===== config.mk =====
export PLATFORM = sky130hd
export DESIGN_NAME = fetch_thread_ctrl
export DESIGN_NICKNAME = d
export VERILOG_FILES = /design/src/rtl/fetch_ctl_pkg.sv /design/src/rtl/fetch_stall_latch.sv /design/src/rtl/fetch_retry_track.sv /design/src/rtl/fetch_thread_fsm.sv /design/src/rtl/fetch_thread_ctrl.sv
export SDC_FILE = /design/constraint.sdc
export NUM_CORES = 1
export LEC_CHECK = 0
export ABC_AREA = 1
export BUFFER_PORTS_ARGS = -buffer_cell sky130_fd_sc_hd__buf_2
export CAP_MARGIN = 5
export CORE_ASPECT_RATIO = 1.75
export CORE_MARGIN = 5
export CORE_UTILIZATION = 35
export CTS_CLUSTER_DIAMETER = 60
export DETAILED_ROUTE_END_ITERATION = 7
export PLACE_DENSITY = 0.74
export SLEW_MARGIN = 10
export SYNTH_ARGS = -nofsm -noshare
export SYNTH_HDL_FRONTEND = slang
export SYNTH_SLANG_ARGS = --single-unit

===== constraint.sdc =====
create_clock -name clk -period 2.95 [get_ports clk]
set_clock_uncertainty 0.2 [all_clocks]
set_input_delay 0.59 -clock clk [delete_from_list [all_inputs] [get_ports clk]]
set_output_delay 0.59 -clock clk [all_outputs]
set_load 0.02 [all_outputs]

===== src/rtl/fetch_ctl_pkg.sv =====
package fetch_ctl_pkg;
  localparam int NUM_STAGES = 4;
  typedef enum logic [3:0] {
    TS_RUN          = 4'd0,
    TS_IDLE         = 4'd1,
    TS_SQUASH       = 4'd2,
    TS_BLOCKED      = 4'd3,
    TS_WAIT_RESP    = 4'd4,
    TS_WAIT_RETRY   = 4'd5,
    TS_FILL_DONE    = 4'd6,
    TS_TRAP_WAIT    = 4'd7,
    TS_QUIESCE_WAIT = 4'd8
  } tstate_e;
endpackage


===== src/rtl/fetch_stall_latch.sv =====
module fetch_stall_latch #(
  parameter int N_THR = 2
) (
  input  logic                                       clk,
  input  logic                                       rst,
  input  logic [N_THR-1:0]                           active,
  input  logic [fetch_ctl_pkg::NUM_STAGES*N_THR-1:0] blk,
  input  logic [fetch_ctl_pkg::NUM_STAGES*N_THR-1:0] unblk,
  output logic [N_THR-1:0]                           stall_next
);
  localparam int NS = fetch_ctl_pkg::NUM_STAGES;
  localparam int NB = NS * N_THR;

  logic [NB-1:0] bits_q, bits_d;

  for (genvar t = 0; t < N_THR; t++) begin : g_thr
    logic [NS-1:0] col;
    for (genvar s = 0; s < NS; s++) begin : g_stg
      localparam int I = s * N_THR + t;
      assign bits_d[I] = active[t] ? ((bits_q[I] | blk[I]) & ~unblk[I]) : bits_q[I];
      assign col[s]    = bits_d[I];
      // unblock is only legal on a set bit and without a block alongside it
      assert_unblock_legal_R2: assert property (@(posedge clk) disable iff (rst)
        (active[t] && unblk[I]) |-> (bits_q[I] && !blk[I]));
    end
    assign stall_next[t] = |col;
  end

  always_ff @(posedge clk) begin
    if (rst) bits_q <= '0;
    else     bits_q <= bits_d;
  end
endmodule


===== src/rtl/fetch_retry_track.sv =====
module fetch_retry_track #(
  parameter int N_THR = 2,
  parameter int TID_W = 1
) (
  input  logic             clk,
  input  logic             rst,
  input  logic             retry,
  input  logic             req_take_any,
  input  logic             req_ok,
  input  logic [TID_W-1:0] req_tid,
  input  logic [N_THR-1:0] cancel,
  output logic             cache_blocked,
  output logic [N_THR-1:0] retry_go
);
  logic             blk_q, own_v_q;
  logic [TID_W-1:0] own_q;

  assign cache_blocked = blk_q;

  for (genvar t = 0; t < N_THR; t++) begin : g_go
    assign retry_go[t] = retry && blk_q && own_v_q && (own_q == TID_W'(t)) && !cancel[t];
  end

  always_ff @(posedge clk) begin
    if (rst) begin
      blk_q   <= 1'b0;
      own_v_q <= 1'b0;
      own_q   <= '0;
    end else if (retry && blk_q) begin
      blk_q   <= 1'b0;
      own_v_q <= 1'b0;
    end else if (req_take_any && !req_ok) begin
      blk_q   <= 1'b1;
      own_v_q <= 1'b1;
      own_q   <= req_tid;
    end else if (own_v_q && cancel[own_q]) begin
      own_v_q <= 1'b0;
    end
  end

  assert_reject_sets_R8: assert property (@(posedge clk) disable iff (rst)
    (req_take_any && !req_ok) |=> blk_q);
  assert_retry_clears_R9: assert property (@(posedge clk) disable iff (rst)
    (retry && blk_q) |=> !blk_q);
endmodule


===== src/rtl/fetch_thread_fsm.sv =====
module fetch_thread_fsm
  import fetch_ctl_pkg::*;
#(
  parameter int          PC_W       = 32,
  parameter int          UPC_W      = 8,
  parameter int          TAG_W      = 4,
  parameter int unsigned RESET_PC   = 0,
  parameter int unsigned INST_BYTES = 4
) (
  input  logic             clk,
  input  logic             rst,
  input  logic             active,
  input  logic             stalled,
  input  logic             ctx_switch,
  input  logic             csq,
  input  logic [PC_W-1:0]  csq_pc,
  input  logic [PC_W-1:0]  csq_npc,
  input  logic [UPC_W-1:0] csq_upc,
  input  logic             rob_sq,
  input  logic             dsq,
  input  logic [PC_W-1:0]  dsq_pc,
  input  logic [PC_W-1:0]  dsq_npc,
  input  logic [UPC_W-1:0] dsq_upc,
  input  logic             req_v,
  input  logic             req_ok,
  input  logic [TAG_W-1:0] req_tag,
  input  logic             cache_blocked,
  input  logic             retry_go,
  input  logic             resp_v,
  input  logic [TAG_W-1:0] resp_tag,
  input  logic             grant,
  output logic [3:0]       state,
  output logic [3:0]       state_next,
  output logic [PC_W-1:0]  pc,
  output logic [PC_W-1:0]  npc,
  output logic [UPC_W-1:0] upc,
  output logic             req_take,
  output logic             cancel
);
  tstate_e          state_q, s1, s_d;
  logic [TAG_W-1:0] tag_q;
  logic [PC_W-1:0]  pc_q, npc_q, pc_d, npc_d;
  logic [UPC_W-1:0] upc_q, upc_d;
  logic             hold;

  assign hold = stalled || ctx_switch;

  always_comb begin
    s1     = state_q;
    pc_d   = pc_q;
    npc_d  = npc_q;
    upc_d  = upc_q;
    cancel = 1'b0;
    if (active) begin
      if (csq) begin
        s1 = TS_SQUASH; cancel = 1'b1;
        pc_d = csq_pc; npc_d = csq_npc; upc_d = csq_upc;
      end else if (rob_sq) begin
        s1 = TS_SQUASH;
      end else if (dsq && state_q != TS_SQUASH) begin
        s1 = TS_SQUASH; cancel = 1'b1;
        pc_d = dsq_pc; npc_d = dsq_npc; upc_d = dsq_upc;
      end else if (hold && state_q != TS_WAIT_RESP && state_q != TS_WAIT_RETRY) begin
        s1 = TS_BLOCKED;
      end else if (state_q == TS_BLOCKED || state_q == TS_SQUASH) begin
        s1 = TS_RUN;
      end
    end
  end

  assign req_take = active && req_v && (s1 == TS_RUN) && !cache_blocked;

  always_comb begin
    s_d = s1;
    if (!active)                                                s_d = state_q;
    else if (req_take)                                          s_d = req_ok ? TS_WAIT_RESP : TS_WAIT_RETRY;
    else if (s1 == TS_WAIT_RETRY && retry_go)                   s_d = TS_WAIT_RESP;
    else if (s1 == TS_WAIT_RESP && resp_v && resp_tag == tag_q) s_d = hold ? TS_BLOCKED : TS_FILL_DONE;
    else if (s1 == TS_FILL_DONE && grant)                       s_d = TS_RUN;
  end

  always_ff @(posedge clk) begin
    if (rst) begin
      state_q <= TS_RUN;
      tag_q   <= '0;
      pc_q    <= PC_W'(RESET_PC);
      npc_q   <= PC_W'(RESET_PC + INST_BYTES);
      upc_q   <= '0;
    end else begin
      state_q <= s_d;
      pc_q    <= pc_d;
      npc_q   <= npc_d;
      upc_q   <= upc_d;
      if (req_take) tag_q <= req_tag;
    end
  end

  assign state      = state_q;
  assign state_next = s_d;
  assign pc         = pc_q;
  assign npc        = npc_q;
  assign upc        = upc_q;

  assert_csq_wins_R3: assert property (@(posedge clk) disable iff (rst)
    (active && csq) |=> (state_q == TS_SQUASH));
  assert_rob_hold_R4: assert property (@(posedge clk) disable iff (rst)
    (active && !csq && rob_sq) |=> (state_q == TS_SQUASH));
  assert_blk_release_R7: assert property (@(posedge clk) disable iff (rst)
    (active && state_q == TS_BLOCKED && !csq && !rob_sq && !dsq && !hold && !req_v)
      |=> (state_q == TS_RUN));
  assert_fill_grant_R12: assert property (@(posedge clk) disable iff (rst)
    (active && state_q == TS_FILL_DONE && grant && !csq && !rob_sq && !dsq && !hold)
      |=> (state_q == TS_RUN));
  assert_inactive_hold_R14: assert property (@(posedge clk) disable iff (rst)
    !active |=> $stable(state_q));
endmodule


===== src/rtl/fetch_thread_ctrl.sv =====
module fetch_thread_ctrl
  import fetch_ctl_pkg::*;
#(
  parameter int          N_THR      = 2,
  parameter int          PC_W       = 32,
  parameter int          UPC_W      = 8,
  parameter int          TAG_W      = 4,
  parameter int unsigned RESET_PC   = 0,
  parameter int unsigned INST_BYTES = 4,
  localparam int         TID_W      = (N_THR > 1) ? $clog2(N_THR) : 1
) (
  input  logic                          clk,
  input  logic                          rst,
  input  logic [N_THR-1:0]              thr_active,
  input  logic [NUM_STAGES*N_THR-1:0]   stg_block,
  input  logic [NUM_STAGES*N_THR-1:0]   stg_unblock,
  input  logic                          ctx_switch,
  input  logic                          cmt_squash,
  input  logic [TID_W-1:0]              cmt_tid,
  input  logic [PC_W-1:0]               cmt_pc,
  input  logic [PC_W-1:0]               cmt_npc,
  input  logic [UPC_W-1:0]              cmt_upc,
  input  logic [N_THR-1:0]              rob_squashing,
  input  logic                          dec_squash,
  input  logic [TID_W-1:0]              dec_tid,
  input  logic [PC_W-1:0]               dec_pc,
  input  logic [PC_W-1:0]               dec_npc,
  input  logic [UPC_W-1:0]              dec_upc,
  input  logic                          ic_req,
  input  logic [TID_W-1:0]              ic_req_tid,
  input  logic [TAG_W-1:0]              ic_req_tag,
  input  logic                          ic_req_ok,
  input  logic                          ic_retry,
  input  logic                          ic_resp,
  input  logic [TID_W-1:0]              ic_resp_tid,
  input  logic [TAG_W-1:0]              ic_resp_tag,
  input  logic [N_THR-1:0]              fetch_grant,
  output logic [4*N_THR-1:0]            thr_state,
  output logic [N_THR*PC_W-1:0]         thr_pc,
  output logic [N_THR*PC_W-1:0]         thr_npc,
  output logic [N_THR*UPC_W-1:0]        thr_upc,
  output logic                          stage_active,
  output logic                          cache_blocked
);
  logic [N_THR-1:0] stall_next, take, cancel, retry_go, runnable;
  logic             blocked_w;

  fetch_stall_latch #(.N_THR(N_THR)) u_stall (
    .clk(clk), .rst(rst), .active(thr_active),
    .blk(stg_block), .unblk(stg_unblock), .stall_next(stall_next)
  );

  fetch_retry_track #(.N_THR(N_THR), .TID_W(TID_W)) u_retry (
    .clk(clk), .rst(rst), .retry(ic_retry), .req_take_any(|take),
    .req_ok(ic_req_ok), .req_tid(ic_req_tid), .cancel(cancel),
    .cache_blocked(blocked_w), .retry_go(retry_go)
  );

  for (genvar t = 0; t < N_THR; t++) begin : g_thr
    logic [3:0] nxt;
    fetch_thread_fsm #(
      .PC_W(PC_W), .UPC_W(UPC_W), .TAG_W(TAG_W),
      .RESET_PC(RESET_PC), .INST_BYTES(INST_BYTES)
    ) u_fsm (
      .clk(clk), .rst(rst), .active(thr_active[t]),
      .stalled(stall_next[t]), .ctx_switch(ctx_switch),
      .csq(cmt_squash && cmt_tid == TID_W'(t)),
      .csq_pc(cmt_pc), .csq_npc(cmt_npc), .csq_upc(cmt_upc),
      .rob_sq(rob_squashing[t]),
      .dsq(dec_squash && dec_tid == TID_W'(t)),
      .dsq_pc(dec_pc), .dsq_npc(dec_npc), .dsq_upc(dec_upc),
      .req_v(ic_req && ic_req_tid == TID_W'(t)),
      .req_ok(ic_req_ok), .req_tag(ic_req_tag),
      .cache_blocked(blocked_w), .retry_go(retry_go[t]),
      .resp_v(ic_resp && ic_resp_tid == TID_W'(t)), .resp_tag(ic_resp_tag),
      .grant(fetch_grant[t]),
      .state(thr_state[4*t +: 4]), .state_next(nxt),
      .pc(thr_pc[PC_W*t +: PC_W]), .npc(thr_npc[PC_W*t +: PC_W]),
      .upc(thr_upc[UPC_W*t +: UPC_W]),
      .req_take(take[t]), .cancel(cancel[t])
    );
    assign runnable[t] = thr_active[t] &&
      (nxt == TS_RUN || nxt == TS_SQUASH || nxt == TS_FILL_DONE);
  end

  always_ff @(posedge clk) begin
    if (rst) stage_active <= 1'b0;
    else     stage_active <= |runnable;
  end

  assign cache_blocked = blocked_w;

  assert_one_take_R8: assert property (@(posedge clk) disable iff (rst) $onehot0(take));
endmodule


==> metrics.log, run 1 <==
[metrics] total chip power: 5760 uW
[metrics] cell area reported after detailed placement: 9920 um^2
[metrics] top-level I/O count: 341
[metrics] max-capacitance violation count: 0
[metrics] clk root buf: sky130_fd_sc_hd__clkbuf_16
[metrics] peak fanout along the critical path: 7
[metrics] main combinational cell family by area after synthesis: simple AND/OR/NAND/NOR gates
[metrics] Final Hold Violating Endpoints: 0
[metrics] RSZ-0062 raised after global routing: false
[metrics] setup tns final: 0 ns
[metrics] share of synthesized area occupied by flip-flops and latches: 0.427
[metrics] clock latency on the worst-skew pair: 0.44 ns
[metrics] Hold WS: 0.220 ns
[metrics] simple-gate share of the synthesized area: 0.272
[metrics] overall via count from detail_route: 9,334
[metrics] final cycle utilization of the critical path: 0.804
[metrics] Initial Util: 0.355
[metrics] drt first pass iters: 6
[metrics] Final Max Tran Viols: 0
[metrics] area of the core region: 22,700 um^2
[metrics] LEAKAGE: 0.00501 uW
[metrics] CTS tree: yes
[metrics] number of nets with antenna violations after detailed routing: 0
[metrics] Finish-stage setup viols: 0
[metrics] Final GP Congestion: 0.922
[metrics] synthesis-to-finish area growth: 29.7%
[metrics] H-tree lvl count: 4
[metrics] full die area: 26,300 um^2
[metrics] number of global-route vias before repair: 8,835
[metrics] peak ir drop on the vdd network: 0.352 mV
[metrics] average cell area after synthesis: 7.13 um^2
[metrics] commonest cells after routing, fill and taps aside: sky130_fd_sc_hd__buf_2 (339), sky130_fd_sc_hd__nand2_1 (223), sky130_fd_sc_hd__dfxtp_1 (172), sky130_fd_sc_hd__nand3_1 (160), sky130_fd_sc_hd__o21ai_0 (156)
[metrics] distinct cell type count of the synthesized netlist: 33
[metrics] GRT Total Usage: 0.221
[metrics] maximum number of pins on one net before global-route repair: 155
[metrics] average routed wire per standard cell: 17.5 um
[metrics] cell type of the slowest stage on the worst timing path: sky130_fd_sc_hd__dfxtp_1
[metrics] maximum number of buffers from clock root to sink: 2
[metrics] multiplexer area fraction after synthesis: 0
[metrics] transition time of the tightest slew-check pin: 0.907 ns
[metrics] Worst path most repeated cell: sky130_fd_sc_hd__nand2_1
[metrics] total clock buffers created by CTS: 17
[metrics] cell family with most CP delay: simple AND/OR/NAND/NOR gates
[metrics] clock transition time at the flip-flop clock pins of the worst setup and hold paths: 0.07 ns
[metrics] worst endpoint required time: 3.13 ns
[metrics] most common cell after layout, fill and taps aside: sky130_fd_sc_hd__buf_2
[metrics] sort of element at the end of the critical path: flip-flop
[metrics] hold buffer count at CTS: 0
[metrics] Worst setup SP type: flip-flop
[metrics] die width: 125 um
[metrics] y dimension of the die: 211 um
[metrics] delay contributed by the slowest stage of the critical path: 0.36 ns
[metrics] share of the synthesized netlist area taken by xor and xnor gates: 0.00109
[metrics] net count after synthesis: 1,319
[metrics] Max transition margin: 0.395
[metrics] Finished Core Util: 0.460
[metrics] Hold Path Class: input pin to flip-flop
[metrics] post-synthesis compound-gate area fraction: 0.226
[metrics] IO Port Bufs: 340
[metrics] wire length of the first global-routing pass: 47,000 um
[metrics] Post-synth top flop: sky130_fd_sc_hd__dfxtp_1
[metrics] sum of routed wire length over all layers: 30,100 um
[metrics] highest achievable clock rate: 421 MHz
[metrics] Iteration-0 DRC Markers: 738
[metrics] HPWL after detailed placement: 20,900 um
[metrics] Period minus WS final: 2.37 ns
[metrics] critical setup path kind: flip-flop to flip-flop
[metrics] number of synthesized register bits: 172
[metrics] Buf+Inv Stages, Crit Path: 0
[metrics] total of cells resized after clock tree synthesis: 0
[metrics] remaining global-route overflow: 0
[metrics] CP Cell Sequence: nor2_2 -> nand3_1 -> nand2_1 -> nand3_1 -> nor2_1 -> nand2_1 -> nand2_2 -> nor2_2 -> nand2_4 -> nand2_2 -> nor2_2 -> nand2_1 -> nand2_1 -> nand2_1 -> a21oi_1 -> nor2_1 -> nor2_1
[metrics] number of rows in the core area: 73
[metrics] fraction of registers with async set/reset: 0
[metrics] buffer count from post-CTS setup fixing: 0
[metrics] DRC viols: 0
[metrics] Synthesis Warnings: 0
[metrics] Syn Std Cell Area: 8070 um^2
[metrics] Final #Nets: 1,592
[metrics] final instance area: 10,500 um^2
[metrics] Post-Synth Adder-Cell Area: 0
[metrics] number of instances in the synthesized netlist: 1,132
[metrics] number of enable-type register cells in the synthesized netlist: 0
[metrics] fraction of layout cells with a size suffix above 1: 0.305
[metrics] P per Cell Area: 550 nW/um^2
[metrics] antenna violations before repair: 3
[metrics] Vias/cell: 5.43
[metrics] Sink Count: 172
[metrics] Arrival @ worst endpoint: 2.55 ns
[metrics] status: complete, no violations
-- sequential cells by signal (all words and copies together) (netlist names) --
| name | count |
|---|---|
| g_thr.u_fsm.npc | 64 |
| u_retry.own_v_q | 1 |
| g_thr.u_fsm.tag_q | 8 |
| stage_active | 1 |
| u_retry.own_q | 1 |
| g_thr.u_fsm.state | 8 |
| u_retry.cache_blocked | 1 |
| g_thr.u_fsm.pc | 64 |
| u_stall.bits_q | 8 |
| g_thr.u_fsm.upc | 16 |
-- per-layer routing --
layer / vias to the layer above / wire, um / GRT usage
met1: 4273 / 11000 / 0.245
met2: 473 / 15400 / 0.383
met3: 99 / 2230 / 0.0607
li1: 4487 / - / -
met4: 2 / 1460 / 0.119
met5: - / 13 / 0
-- cell type report --
type	instances	area (um^2)
Clock inverter	10	95.1
Sequential cell	172	3440
Antenna cell	3	7.51
Tap cell	300	375
Multi-Input combinational cell	810	4030
Clock buffer	21	450
Fill cell	2311	12300
Timing Repair Buffer	354	1870
Inverter	50	194
-- synth_stat cells, drive strengths merged (4+ instances only) --
cell type	instances	area share
dfxtp	172	0.43
nand2	253	0.13
nor2	61	0.034
nand3	160	0.099
clkbuf	90	0.043
o21ai	156	0.097
o22ai	4	0.0031
a31oi	143	0.11
inv	49	0.023
buf	10	0.0079
a21oi	16	0.010
-- final timing paths --
check,start,end,slack [ns],cells past startpoint
worst max register to register,g_thr[1].u_fsm.state[3]$_SDFF_PP0_,stage_active$_SDFF_PP0_,0.58,17
worst min register to register,g_thr[0].u_fsm.tag_q[3]$_SDFFE_PP0P_,g_thr[0].u_fsm.tag_q[3]$_SDFFE_PP0P_,0.28,2
worst max-delay path,g_thr[1].u_fsm.state[3]$_SDFF_PP0_,stage_active$_SDFF_PP0_,0.58,17
worst min-delay path,stg_unblock[7],u_stall.bits_q[7]$_SDFF_PP0_,0.22,4
-- power by group --
group / switching [uW] / total (uW) / internal [uW] / leakage [uW]
registers: 73.3 / 2540 / 2470 / 0.00141
logic: 723 / 1100 / 373 / 0.00335
clock network: 943 / 2120 / 1180 / 0.000251
total: 1740 / 5760 / 4020 / 0.00501
-- worst register-to-register path, cell delays in order (launching register included) --
cell	delay, ns
sky130_fd_sc_hd__dfxtp_1	0.36
sky130_fd_sc_hd__nor2_2	0.16
sky130_fd_sc_hd__nand3_1	0.12
sky130_fd_sc_hd__nand2_1	0.13
sky130_fd_sc_hd__nand3_1	0.13
sky130_fd_sc_hd__nor2_1	0.20
sky130_fd_sc_hd__nand2_1	0.10
sky130_fd_sc_hd__nand2_2	0.11
sky130_fd_sc_hd__nor2_2	0.06
sky130_fd_sc_hd__nand2_4	0.09
sky130_fd_sc_hd__nand2_2	0.06
sky130_fd_sc_hd__nor2_2	0.13
sky130_fd_sc_hd__nand2_1	0.07
sky130_fd_sc_hd__nand2_1	0.07
sky130_fd_sc_hd__nand2_1	0.05
sky130_fd_sc_hd__a21oi_1	0.14
sky130_fd_sc_hd__nor2_1	0.06
sky130_fd_sc_hd__nor2_1	0.07
-- kinds of logic after synthesis --
logic type | Yosys count
DFF | 172
xor gates and xnor gates | 1
AOI/OAI and AO/OA | 324
buffers and inverters | 150
and+or+nand+nor | 485
-- through the flow --
stage               worst slack [ns]  cells
finish                         0.577   1720
detailed placement             0.187   1686
global route                   0.332   1719
CTS                            0.565   1717
floorplan                      0.604   1132
global placement               0.231   1686
Note: power is estimated with default switching activity, not from simulation.
==> run 2: changes to the inputs <==
ABC_AREA = 0   (was 1)
PLACE_DENSITY = 0.76   (was 0.74)
clock period = 2.1 ns   (was 2.95 ns; I/O delays follow)
==> run 2 against run 1 <==
Global-route usage is 1.2 points lower. Count of clock-buffer cells in the layout stayed put. Utilization is 5.7 points higher. Flip-flop and latch count stayed put. Sequential power is 41% higher. Critical endpoint unchanged. The run now ends with negative setup slack left. Largest power group unchanged.
==> metrics.log, run 2 <==
[metrics] H-tree lvl count: 4 (unchanged)
[metrics] full die area: 26,500 um^2 (was 26,300 um^2)
[metrics] Iteration-0 DRC Markers: 421 (was 738)
[metrics] LEAKAGE: 0.00522 uW (was 0.00501 uW)
[metrics] number of enable-type register cells in the synthesized netlist: 0 (unchanged)
[metrics] antenna violations before repair: 2 (was 3)
[metrics] RSZ-0062 raised after global routing: true (was false)
[metrics] top-level I/O count: 341 (unchanged)
[metrics] maximum number of buffers from clock root to sink: 2 (unchanged)
[metrics] Worst R2R Setup Slack: -0.48 ns (was 0.58 ns)
[metrics] hold path endpoint: g_thr[1].u_fsm.tag_q[2]$_SDFFE_PP0P_ (was u_stall.bits_q[7]$_SDFF_PP0_)
[metrics] Placement Setup Slack: -0.746 ns (was 0.187 ns)
[metrics] average cell area after synthesis: 9.26 um^2 (was 7.13 um^2)
[metrics] final cycle utilization of the critical path: 1.23 (was 0.804)
[metrics] number of global-route vias before repair: 8,450 (was 8,835)
[metrics] critical setup path kind: flip-flop to flip-flop (unchanged)
[metrics] commonest cells in the netlist: sky130_fd_sc_hd__nor2_1 (174), sky130_fd_sc_hd__dfxtp_1 (172), sky130_fd_sc_hd__mux2i_1 (148), sky130_fd_sc_hd__a211oi_1 (143), sky130_fd_sc_hd__clkbuf_1 (60) (was sky130_fd_sc_hd__nand2_1 (225), sky130_fd_sc_hd__dfxtp_1 (172), sky130_fd_sc_hd__nand3_1 (160), sky130_fd_sc_hd__o21ai_0 (156), sky130_fd_sc_hd__a31oi_1 (143))
[metrics] HPWL after detailed placement: 21,700 um (was 20,900 um)
[metrics] fraction of layout cells with a size suffix above 1: 0.444 (was 0.305)
[metrics] Arrival @ worst endpoint: 2.75 ns (was 2.55 ns)
[metrics] share of Yosys cell area claimed by the top area cell type: 0.424 (was 0.427)
[metrics] clk root buf: sky130_fd_sc_hd__clkbuf_16 (unchanged)
[metrics] cell area reported after detailed placement: 10,700 um^2 (was 9920 um^2)
[metrics] clock latency on the worst-skew pair: 0.44 ns (about the same)
[metrics] number of cells on the worst hold path: 3 (was 4)
[metrics] number of fill cells in the layout: 2,098 (was 2,311)
[metrics] Period minus WS final: 2.58 ns (was 2.37 ns)
[metrics] Final Max Tran Viols: 0 (unchanged)
[metrics] Final GP Congestion: 0.906 (was 0.922)
[metrics] number of nets with antenna violations after detailed routing: 0 (unchanged)
[metrics] Sink Count: 172 (unchanged)
[metrics] number of instances in the synthesized netlist: 876 (was 1,132)
[metrics] most used standard cell by instance count after synthesis: sky130_fd_sc_hd__nor2_1 (was sky130_fd_sc_hd__nand2_1)
[metrics] multi-input logic area: 4720 um^2 (was 4030 um^2)
[metrics] setup tns final: -6.95 ns (was 0 ns)
[metrics] total clock buffers created by CTS: 17 (unchanged)
[metrics] violations in the final reports: negative setup slack
[metrics] IO Port Bufs: 340 (unchanged)
[metrics] GRT Total Usage: 0.208 (was 0.221)
[metrics] crit path setup slack, layout: -0.478 ns (was 0.577 ns)
[metrics] net count after synthesis: 1,063 (was 1,319)
[metrics] Initial Util: 0.355 (about the same)
[metrics] max-capacitance violation count: 0 (unchanged)
[metrics] area used by sequential logic in the layout: 3460 um^2 (was 3440 um^2)
[metrics] Finish-stage setup viols: 18 (was 0)
[metrics] P per Cell Area: 748 nW/um^2 (was 550 nW/um^2)
[metrics] Final Hold Violating Endpoints: 0 (unchanged)
[metrics] status: complete, but fails checks (was complete, no violations)
[metrics] Reg-to-Reg End: stage_active$_SDFF_PP0_ (unchanged)
[metrics] launch point of the worst hold path: ic_req_tag[2] (was stg_unblock[7])
[metrics] peak ir drop on the vdd network: 0.683 mV (was 0.352 mV)
[metrics] library cell occupying the most area in the post-synthesis netlist: sky130_fd_sc_hd__dfxtp_1 (unchanged)
[metrics] distinct cell type count of the synthesized netlist: 66 (was 33)
[metrics] Worst setup SP type: flip-flop (unchanged)
[metrics] overall via count from detail_route: 8,238 (was 9,334)
[metrics] transition time of the tightest slew-check pin: 0.421 ns (was 0.907 ns)
[metrics] highest achievable clock rate: 388 MHz (was 421 MHz)
[metrics] synthesis-to-finish area growth: 45.6% (was 29.7%)
[metrics] remaining global-route overflow: 0 (unchanged)
[metrics] Syn Std Cell Area: 8120 um^2 (was 8070 um^2)
[metrics] commonest cells after routing, fill and taps aside: sky130_fd_sc_hd__buf_2 (339), sky130_fd_sc_hd__dfxtp_1 (165), sky130_fd_sc_hd__nor2_1 (161), sky130_fd_sc_hd__mux2i_1 (148), sky130_fd_sc_hd__a211oi_1 (117) (was sky130_fd_sc_hd__buf_2 (339), sky130_fd_sc_hd__nand2_1 (223), sky130_fd_sc_hd__dfxtp_1 (172), sky130_fd_sc_hd__nand3_1 (160), sky130_fd_sc_hd__o21ai_0 (156))
[metrics] final instance area: 11,800 um^2 (was 10,500 um^2)
[metrics] clock transition time at the flip-flop clock pins of the worst setup and hold paths: 0.07 ns (about the same)
[metrics] drt first pass iters: 5 (was 6)
[metrics] die width: 125 um (about the same)
[metrics] sum of routed wire length over all layers: 29,000 um (was 30,100 um)
[metrics] number of rows in the core area: 73 (unchanged)
[metrics] total chip power: 8840 uW (was 5760 uW)
[metrics] maximum number of pins on one net before global-route repair: 65 (was 155)
[metrics] Finished Core Util: 0.517 (was 0.460)
[metrics] fraction of registers with async set/reset: 0 (unchanged)
[metrics] y dimension of the die: 211 um (about the same)
[metrics] Synthesis Warnings: 0 (unchanged)
[metrics] sort of element at the end of the critical path: flip-flop (unchanged)
[metrics] Final #Nets: 1,442 (was 1,592)
[metrics] depth of the most critical reg-to-reg path: 9 (was 17)
[metrics] Vias/cell: 5.25 (was 5.43)
[metrics] peak fanout along the critical path: 4 (was 7)
[metrics] most area-consuming cells after synthesis: sky130_fd_sc_hd__dfxtp_1 (42%), sky130_fd_sc_hd__mux2i_1 (18%), sky130_fd_sc_hd__a211oi_1 (13%) (was sky130_fd_sc_hd__dfxtp_1 (43%), sky130_fd_sc_hd__a31oi_1 (11%), sky130_fd_sc_hd__nand2_1 (10%))
[metrics] Max transition margin: 0.719 (was 0.395)
[metrics] Hold Path Class: input pin to flip-flop (unchanged)
[metrics] average routed wire per standard cell: 18.5 um (was 17.5 um)
[metrics] most common cell after layout, fill and taps aside: sky130_fd_sc_hd__buf_2 (unchanged)
[metrics] number of synthesized register bits: 172 (unchanged)
[metrics] wire length of the first global-routing pass: 44,000 um (was 47,000 um)
[metrics] CTS tree: yes (unchanged)
[metrics] share of synthesized area occupied by flip-flops and latches: 0.424 (was 0.427)
[metrics] area of the core region: 22,800 um^2 (was 22,700 um^2)
[metrics] origin of the critical flop-to-flop path: g_thr[1].u_fsm.state[3]$_SDFF_PP0_ (unchanged)
[metrics] DRC viols: 0 (unchanged)
[metrics] Post-synth top flop: sky130_fd_sc_hd__dfxtp_1 (unchanged)
[metrics] worst endpoint required time: 2.27 ns (was 3.13 ns)
[run 2: cell types whose count changed after synthesis, moves of 125 or more]
cell                       delta
sky130_fd_sc_hd__nand2_1    -193
sky130_fd_sc_hd__o21ai_0    -149
sky130_fd_sc_hd__a211oi_1   +142
sky130_fd_sc_hd__nor2_1     +125
sky130_fd_sc_hd__a31oi_1    -141
sky130_fd_sc_hd__mux2i_1    +148
sky130_fd_sc_hd__nand3_1    -156
[run 2: through the flow]
step	cells	hold slack (ns)
floorplan	876	0.270
global placement	1523	0.246
detailed placement	1523	0.258
CTS	1562	0.00690
global route	1569	0.0232
finish	1570	0.0308
[run 2: cell type report]
| cell class | count | area share |
|---|---|---|
| flip-flops and latches | 172 | 0.293 |
| inverters | 5 | 0.00159 |
| repair buffers | 434 | 0.222 |
| clock inverters | 10 | 0.0118 |
| well taps | 300 | 0.0318 |
| multi-input cells | 625 | 0.400 |
| clock buffers | 21 | 0.0399 |
| diodes | 3 | 0.000635 |
[run 2: worst max path at each step]
stage / start / to / slack [ns] / depth (start not counted)
finish: g_thr[1].u_fsm.state[3]$_SDFF_PP0_ / stage_active$_SDFF_PP0_ / -0.48 / 9
global route: g_thr[1].u_fsm.state[3]$_SDFF_PP0_ / stage_active$_SDFF_PP0_ / -0.57 / 9
CTS: g_thr[1].u_fsm.state[3]$_SDFF_PP0_ / stage_active$_SDFF_PP0_ / -0.49 / 8
detailed placement: thr_active[1] / u_retry.own_v_q$_SDFFE_PP0P_ / -0.75 / 9
global placement: thr_active[1] / stage_active$_SDFF_PP0_ / -0.72 / 10
floorplan: g_thr[1].u_fsm.state[2]$_SDFF_PP0_ / stage_active$_SDFF_PP0_ / -0.46 / 9
[run 2: kinds of logic after synthesis]
family,share of synthesized area
AOI/OAI and AO/OA,0.203
and+or+nand+nor,0.140
DFF,0.424
muxes,0.183
buffers and inverters,0.0416
xor gates and xnor gates,0.00863
[run 2: per-layer routing]
layer / vias to the layer above / share of wire / GRT usage
met5: - / 0 / 0
met4: 0 / 0.049 / 0.117
met3: 89 / 0.057 / 0.0545
met2: 310 / 0.53 / 0.371
met1: 3887 / 0.37 / 0.222
li1: 3952 / - / -
[run 2: critical path: stages, from the launching register on]
cell and delay (ns):
sky130_fd_sc_hd__dfxtp_2 0.32, sky130_fd_sc_hd__or4b_4 0.56, sky130_fd_sc_hd__a211oi_4 0.32, sky130_fd_sc_hd__buf_4 0.18, sky130_fd_sc_hd__a31o_2 0.18, sky130_fd_sc_hd__nor4_1 0.06
sky130_fd_sc_hd__buf_4 0.16, sky130_fd_sc_hd__o31ai_4 0.20, sky130_fd_sc_hd__a311oi_2 0.15, sky130_fd_sc_hd__o31ai_2 0.18
[run 2: timing repair]
item | in CTS | in global routing
endpoints found under the setup margin | 20 | 96
hold buffers | 1 | 0
endpoints found under the hold margin | 1 | 0
gates cloned | 0 | 1
buffers inserted | 10 | 4
pin swaps | 14 | 15
gates resized for setup | 19 | 57
[run 2: report_power, final]
group	internal [uW]	switching [uW]	leakage (uW)
sequential	3480	107	0.00141
combinational	837	1130	0.00351
clock	1960	1330	0.000286
==> run 3: changes to the inputs <==
SYNTH_HIERARCHICAL = 1   (was default)
==> run 3 against run 2 <==
The run still ends with negative setup slack left. Power fell by 0.41%. Count of clock-buffer cells in the layout rose by 3. Flip-flop and latch count did not move. Utilization fell by 1.2 points. Global-route usage fell by 0.28 points. Largest cell class unchanged. Clock power rose by 5%. Die area fell by 0.15%.
==> metrics.log, run 3 <==
[metrics] status: complete, but fails checks (unchanged)
[metrics] violations in the final reports: negative setup slack (unchanged)
[metrics] CTS tree: yes (unchanged)
[metrics] setup tns final: -6.46 ns (was -6.95 ns)
[metrics] sort of element at the end of the critical path: flip-flop (unchanged)
[metrics] Synthesis Warnings: 6 (was 0)
[metrics] peak ir drop on the vdd network: 0.622 mV (was 0.683 mV)
[metrics] total clock buffers created by CTS: 17 (unchanged)
[metrics] Arrival @ worst endpoint: 2.83 ns (was 2.75 ns)
[metrics] most common cell after layout, fill and taps aside: sky130_fd_sc_hd__buf_2 (unchanged)
[metrics] Worst setup SP type: flip-flop (unchanged)
[metrics] DRC viols: 0 (unchanged)
[metrics] HPWL after detailed placement: 20,600 um (was 21,700 um)
[metrics] sum of routed wire length over all layers: 28,200 um (was 29,000 um)
[metrics] GRT met1 Usage: 0.208 (was 0.222)
[metrics] share of synthesized area occupied by flip-flops and latches: 0.425 (was 0.424)
[metrics] most used standard cell by instance count after synthesis: sky130_fd_sc_hd__dfxtp_1 (was sky130_fd_sc_hd__nor2_1)
[metrics] highest achievable clock rate: 371 MHz (was 388 MHz)
[metrics] top-level I/O count: 341 (unchanged)
[metrics] most area-consuming cells after synthesis: sky130_fd_sc_hd__dfxtp_1 (42%), sky130_fd_sc_hd__mux2i_1 (18%), sky130_fd_sc_hd__a211oi_1 (14%) (was sky130_fd_sc_hd__dfxtp_1 (42%), sky130_fd_sc_hd__mux2i_1 (18%), sky130_fd_sc_hd__a211oi_1 (13%))
[metrics] net switching component of the power: 2510 uW (was 2570 uW)
[metrics] critical setup path kind: flip-flop to flip-flop (unchanged)
[metrics] share of power burned in combinational logic: 0.203 (was 0.222)
[metrics] Final Max Tran Viols: 0 (unchanged)
[metrics] average routed wire per standard cell: 18.1 um (was 18.5 um)
[metrics] die width: 125 um (about the same)
[metrics] average cell area after synthesis: 9.27 um^2 (was 9.26 um^2)
[metrics] remaining global-route overflow: 0 (unchanged)
[metrics] Period minus WS final: 2.70 ns (was 2.58 ns)
[metrics] overall via count from detail_route: 8,103 (was 8,238)
[metrics] Final #Nets: 1,432 (was 1,442)
[metrics] number of nets with antenna violations after detailed routing: 0 (unchanged)
[metrics] fraction of layout cells with a size suffix above 1: 0.410 (was 0.444)
[metrics] Internal Pwr Total: 6290 uW (was 6280 uW)
[metrics] commonest cells after routing, fill and taps aside: sky130_fd_sc_hd__buf_2 (339), sky130_fd_sc_hd__dfxtp_1 (170), sky130_fd_sc_hd__nor2_1 (160), sky130_fd_sc_hd__mux2i_1 (144), sky130_fd_sc_hd__a211oi_1 (143) (was sky130_fd_sc_hd__buf_2 (339), sky130_fd_sc_hd__dfxtp_1 (165), sky130_fd_sc_hd__nor2_1 (161), sky130_fd_sc_hd__mux2i_1 (148), sky130_fd_sc_hd__a211oi_1 (117))
[metrics] Finished Core Util: 0.506 (was 0.517)
[metrics] Initial Util: 0.356 (was 0.355)
[metrics] IO Port Bufs: 340 (unchanged)
[metrics] transition time of the tightest slew-check pin: 0.744 ns (was 0.421 ns)
[metrics] peak fanout along the critical path: 2 (was 4)
[metrics] P per Cell Area: 766 nW/um^2 (was 748 nW/um^2)
[metrics] Max transition margin: 0.504 (was 0.719)
[metrics] share of Yosys cell area claimed by the top area cell type: 0.425 (was 0.424)
[metrics] number of rows in the core area: 73 (unchanged)
[metrics] drt first pass iters: 4 (was 5)
[metrics] number of global-route vias before repair: 8,287 (was 8,450)
[metrics] y dimension of the die: 211 um (about the same)
[metrics] H-tree lvl count: 4 (unchanged)
[metrics] RSZ-0062 raised after global routing: true (unchanged)
[metrics] met3 track demand over resource: 0.0493 (was 0.0545)
[metrics] Hold WS: 0.0267 ns (was 0.0308 ns)
[metrics] fraction of power spent switching nets: 0.285 (was 0.290)
[metrics] final cycle utilization of the critical path: 1.28 (was 1.23)
[metrics] antenna violations before repair: 3 (was 2)
[metrics] Finish-stage setup viols: 19 (was 18)
[metrics] maximum number of buffers from clock root to sink: 2 (unchanged)
[metrics] clock transition time at the flip-flop clock pins of the worst setup and hold paths: 0.07 ns (about the same)
[metrics] worst endpoint required time: 2.24 ns (was 2.27 ns)
[metrics] clock network fraction of total power: 0.390 (was 0.372)
[metrics] Post-synth top flop: sky130_fd_sc_hd__dfxtp_1 (unchanged)
[metrics] Syn Std Cell Area: 8100 um^2 (was 8120 um^2)
[metrics] synthesis-to-finish area growth: 41.9% (was 45.6%)
[metrics] clock latency on the worst-skew pair: 0.44 ns (about the same)
[metrics] commonest cells in the netlist: sky130_fd_sc_hd__dfxtp_1 (172), sky130_fd_sc_hd__nor2_1 (163), sky130_fd_sc_hd__a211oi_1 (148), sky130_fd_sc_hd__mux2i_1 (144), sky130_fd_sc_hd__clkbuf_1 (48) (was sky130_fd_sc_hd__nor2_1 (174), sky130_fd_sc_hd__dfxtp_1 (172), sky130_fd_sc_hd__mux2i_1 (148), sky130_fd_sc_hd__a211oi_1 (143), sky130_fd_sc_hd__clkbuf_1 (60))
[metrics] Iteration-0 DRC Markers: 378 (was 421)
[metrics] wire length of the first global-routing pass: 43,300 um (was 44,000 um)
[metrics] maximum number of pins on one net before global-route repair: 86 (was 65)
[metrics] library cell occupying the most area in the post-synthesis netlist: sky130_fd_sc_hd__dfxtp_1 (unchanged)
[metrics] number of fill cells in the layout: 2,095 (was 2,098)
[metrics] net count after synthesis: 1,061 (was 1,063)
[metrics] Flop pwr share: 0.406 (was 0.405)
[metrics] fraction of registers with async set/reset: 0 (unchanged)
[metrics] number of synthesized register bits: 172 (unchanged)
[metrics] grt met2 use: 0.366 (was 0.371)
[metrics] full die area: 26,400 um^2 (was 26,500 um^2)
[metrics] number of instances in the synthesized netlist: 874 (was 876)
[metrics] crit path setup slack, layout: -0.597 ns (was -0.478 ns)
[metrics] number of enable-type register cells in the synthesized netlist: 0 (unchanged)
[metrics] grt peak-use layer: met2 (unchanged)
[metrics] distinct cell type count of the synthesized netlist: 51 (was 66)
[metrics] GRT Total Usage: 0.205 (was 0.208)
[metrics] LEAKAGE: 0.00497 uW (was 0.00522 uW)
[metrics] max-capacitance violation count: 0 (unchanged)
[metrics] Final GP Congestion: 0.877 (was 0.906)
[metrics] clk root buf: sky130_fd_sc_hd__clkbuf_16 (unchanged)
[metrics] Hold Path Class: input pin to flip-flop (unchanged)
[metrics] Sink Count: 172 (unchanged)
[metrics] Vias/cell: 5.19 (was 5.25)
[metrics] Final Hold Violating Endpoints: 0 (unchanged)
[metrics] area of the core region: 22,700 um^2 (was 22,800 um^2)
-- run 3: logic make-up (layout without fill, tap and decap cells) --
| kind of cell | count (synthesis) | count (layout) | synth area share |
|---|---|---|---|
| AO/OA/AOI/OAI | 216 | 216 | 0.198 |
| XOR/XNOR | 8 | 8 | 0.00865 |
| buffers and inverters | 75 | 459 | 0.0403 |
| flip-flops | 172 | 172 | 0.425 |
| multiplexers | 147 | 147 | 0.182 |
| other | 0 | 3 | 0 |
| AND/OR/NAND/NOR | 256 | 256 | 0.146 |
-- run 3: worst paths after layout --
kind | from | to | slack, ns | depth (start not counted)
worst max register to register | u_stall/bits_q[3]$_SDFF_PP0_ | stage_active$_SDFF_PP0_ | -0.60 | 11
worst min-delay path | ic_req_tag[1] | g_thr[0].u_fsm/tag_q[1]$_SDFFE_PP0P_ | 0.03 | 3
worst max-delay path | u_stall/bits_q[3]$_SDFF_PP0_ | stage_active$_SDFF_PP0_ | -0.60 | 11
worst min register to register | g_thr[0].u_fsm/tag_q[1]$_SDFFE_PP0P_ | g_thr[0].u_fsm/tag_q[1]$_SDFFE_PP0P_ | 0.27 | 2
-- run 3: per-layer routing --
metal	up-vias	routed length (um)
li1	3951	-
met1	3721	10200
met2	322	14600
met3	109	1570
met4	0	1790
met5	-	0
-- run 3: layout make-up --
| type | instances | area, um^2 | share of cell area |
|---|---|---|---|
| antenna | 3 | 7.51 | 0.000653 |
| clock buffer | 24 | 512 | 0.0445 |
| clock inverter | 8 | 129 | 0.0112 |
| inverter | 4 | 15.0 | 0.00131 |
| multi-input combinational | 627 | 4580 | 0.398 |
| sequential | 172 | 3450 | 0.300 |
| tap | 300 | 375 | 0.0326 |
| timing repair buffer | 423 | 2430 | 0.212 |
-- run 3: worst max-delay path, cell delays in order, from the launching register on --
cell and delay, ns:
sky130_fd_sc_hd__dfxtp_1 0.31, sky130_fd_sc_hd__a21oi_2 0.09, sky130_fd_sc_hd__a21o_1 0.13, sky130_fd_sc_hd__nand4_1 0.15, sky130_fd_sc_hd__or4b_4 0.55, sky130_fd_sc_hd__or3_4 0.35
sky130_fd_sc_hd__or2_4 0.24, sky130_fd_sc_hd__o221a_4 0.26, sky130_fd_sc_hd__a21oi_2 0.11, sky130_fd_sc_hd__nor4b_1 0.06, sky130_fd_sc_hd__o21ai_2 0.08, sky130_fd_sc_hd__nand2_1 0.06
-- run 3: power by group through the flow --
stage	registers, uW	clock network, uW	logic [uW]
after floorplan	3890	0	746
after global placement	3640	0	1700
after detailed placement	3650	0	1720
after CTS	3580	3520	1770
after global routing	3600	3640	1940
final	3580	3440	1790
-- run 3: per-stage QoR --
step	setup WS [ns]	std cells	total power [uW]	cell area [um^2]
after global placement	-0.948	1517	5340	10500
final	-0.597	1561	8800	11500
after CTS	-0.616	1558	8870	11300
after floorplan	-0.742	874	4640	8150
after detailed placement	-0.942	1517	5370	10500
after global routing	-0.683	1561	9180	11500
-- run 3: what timing repair did --
action                                  4_1_cts  5_1_grt
pin swaps                                     3       11
hold buffers                                  0        0
setup buffers                                 9        4
resized for setup                            24       32
endpoints found under the setup margin       20       28
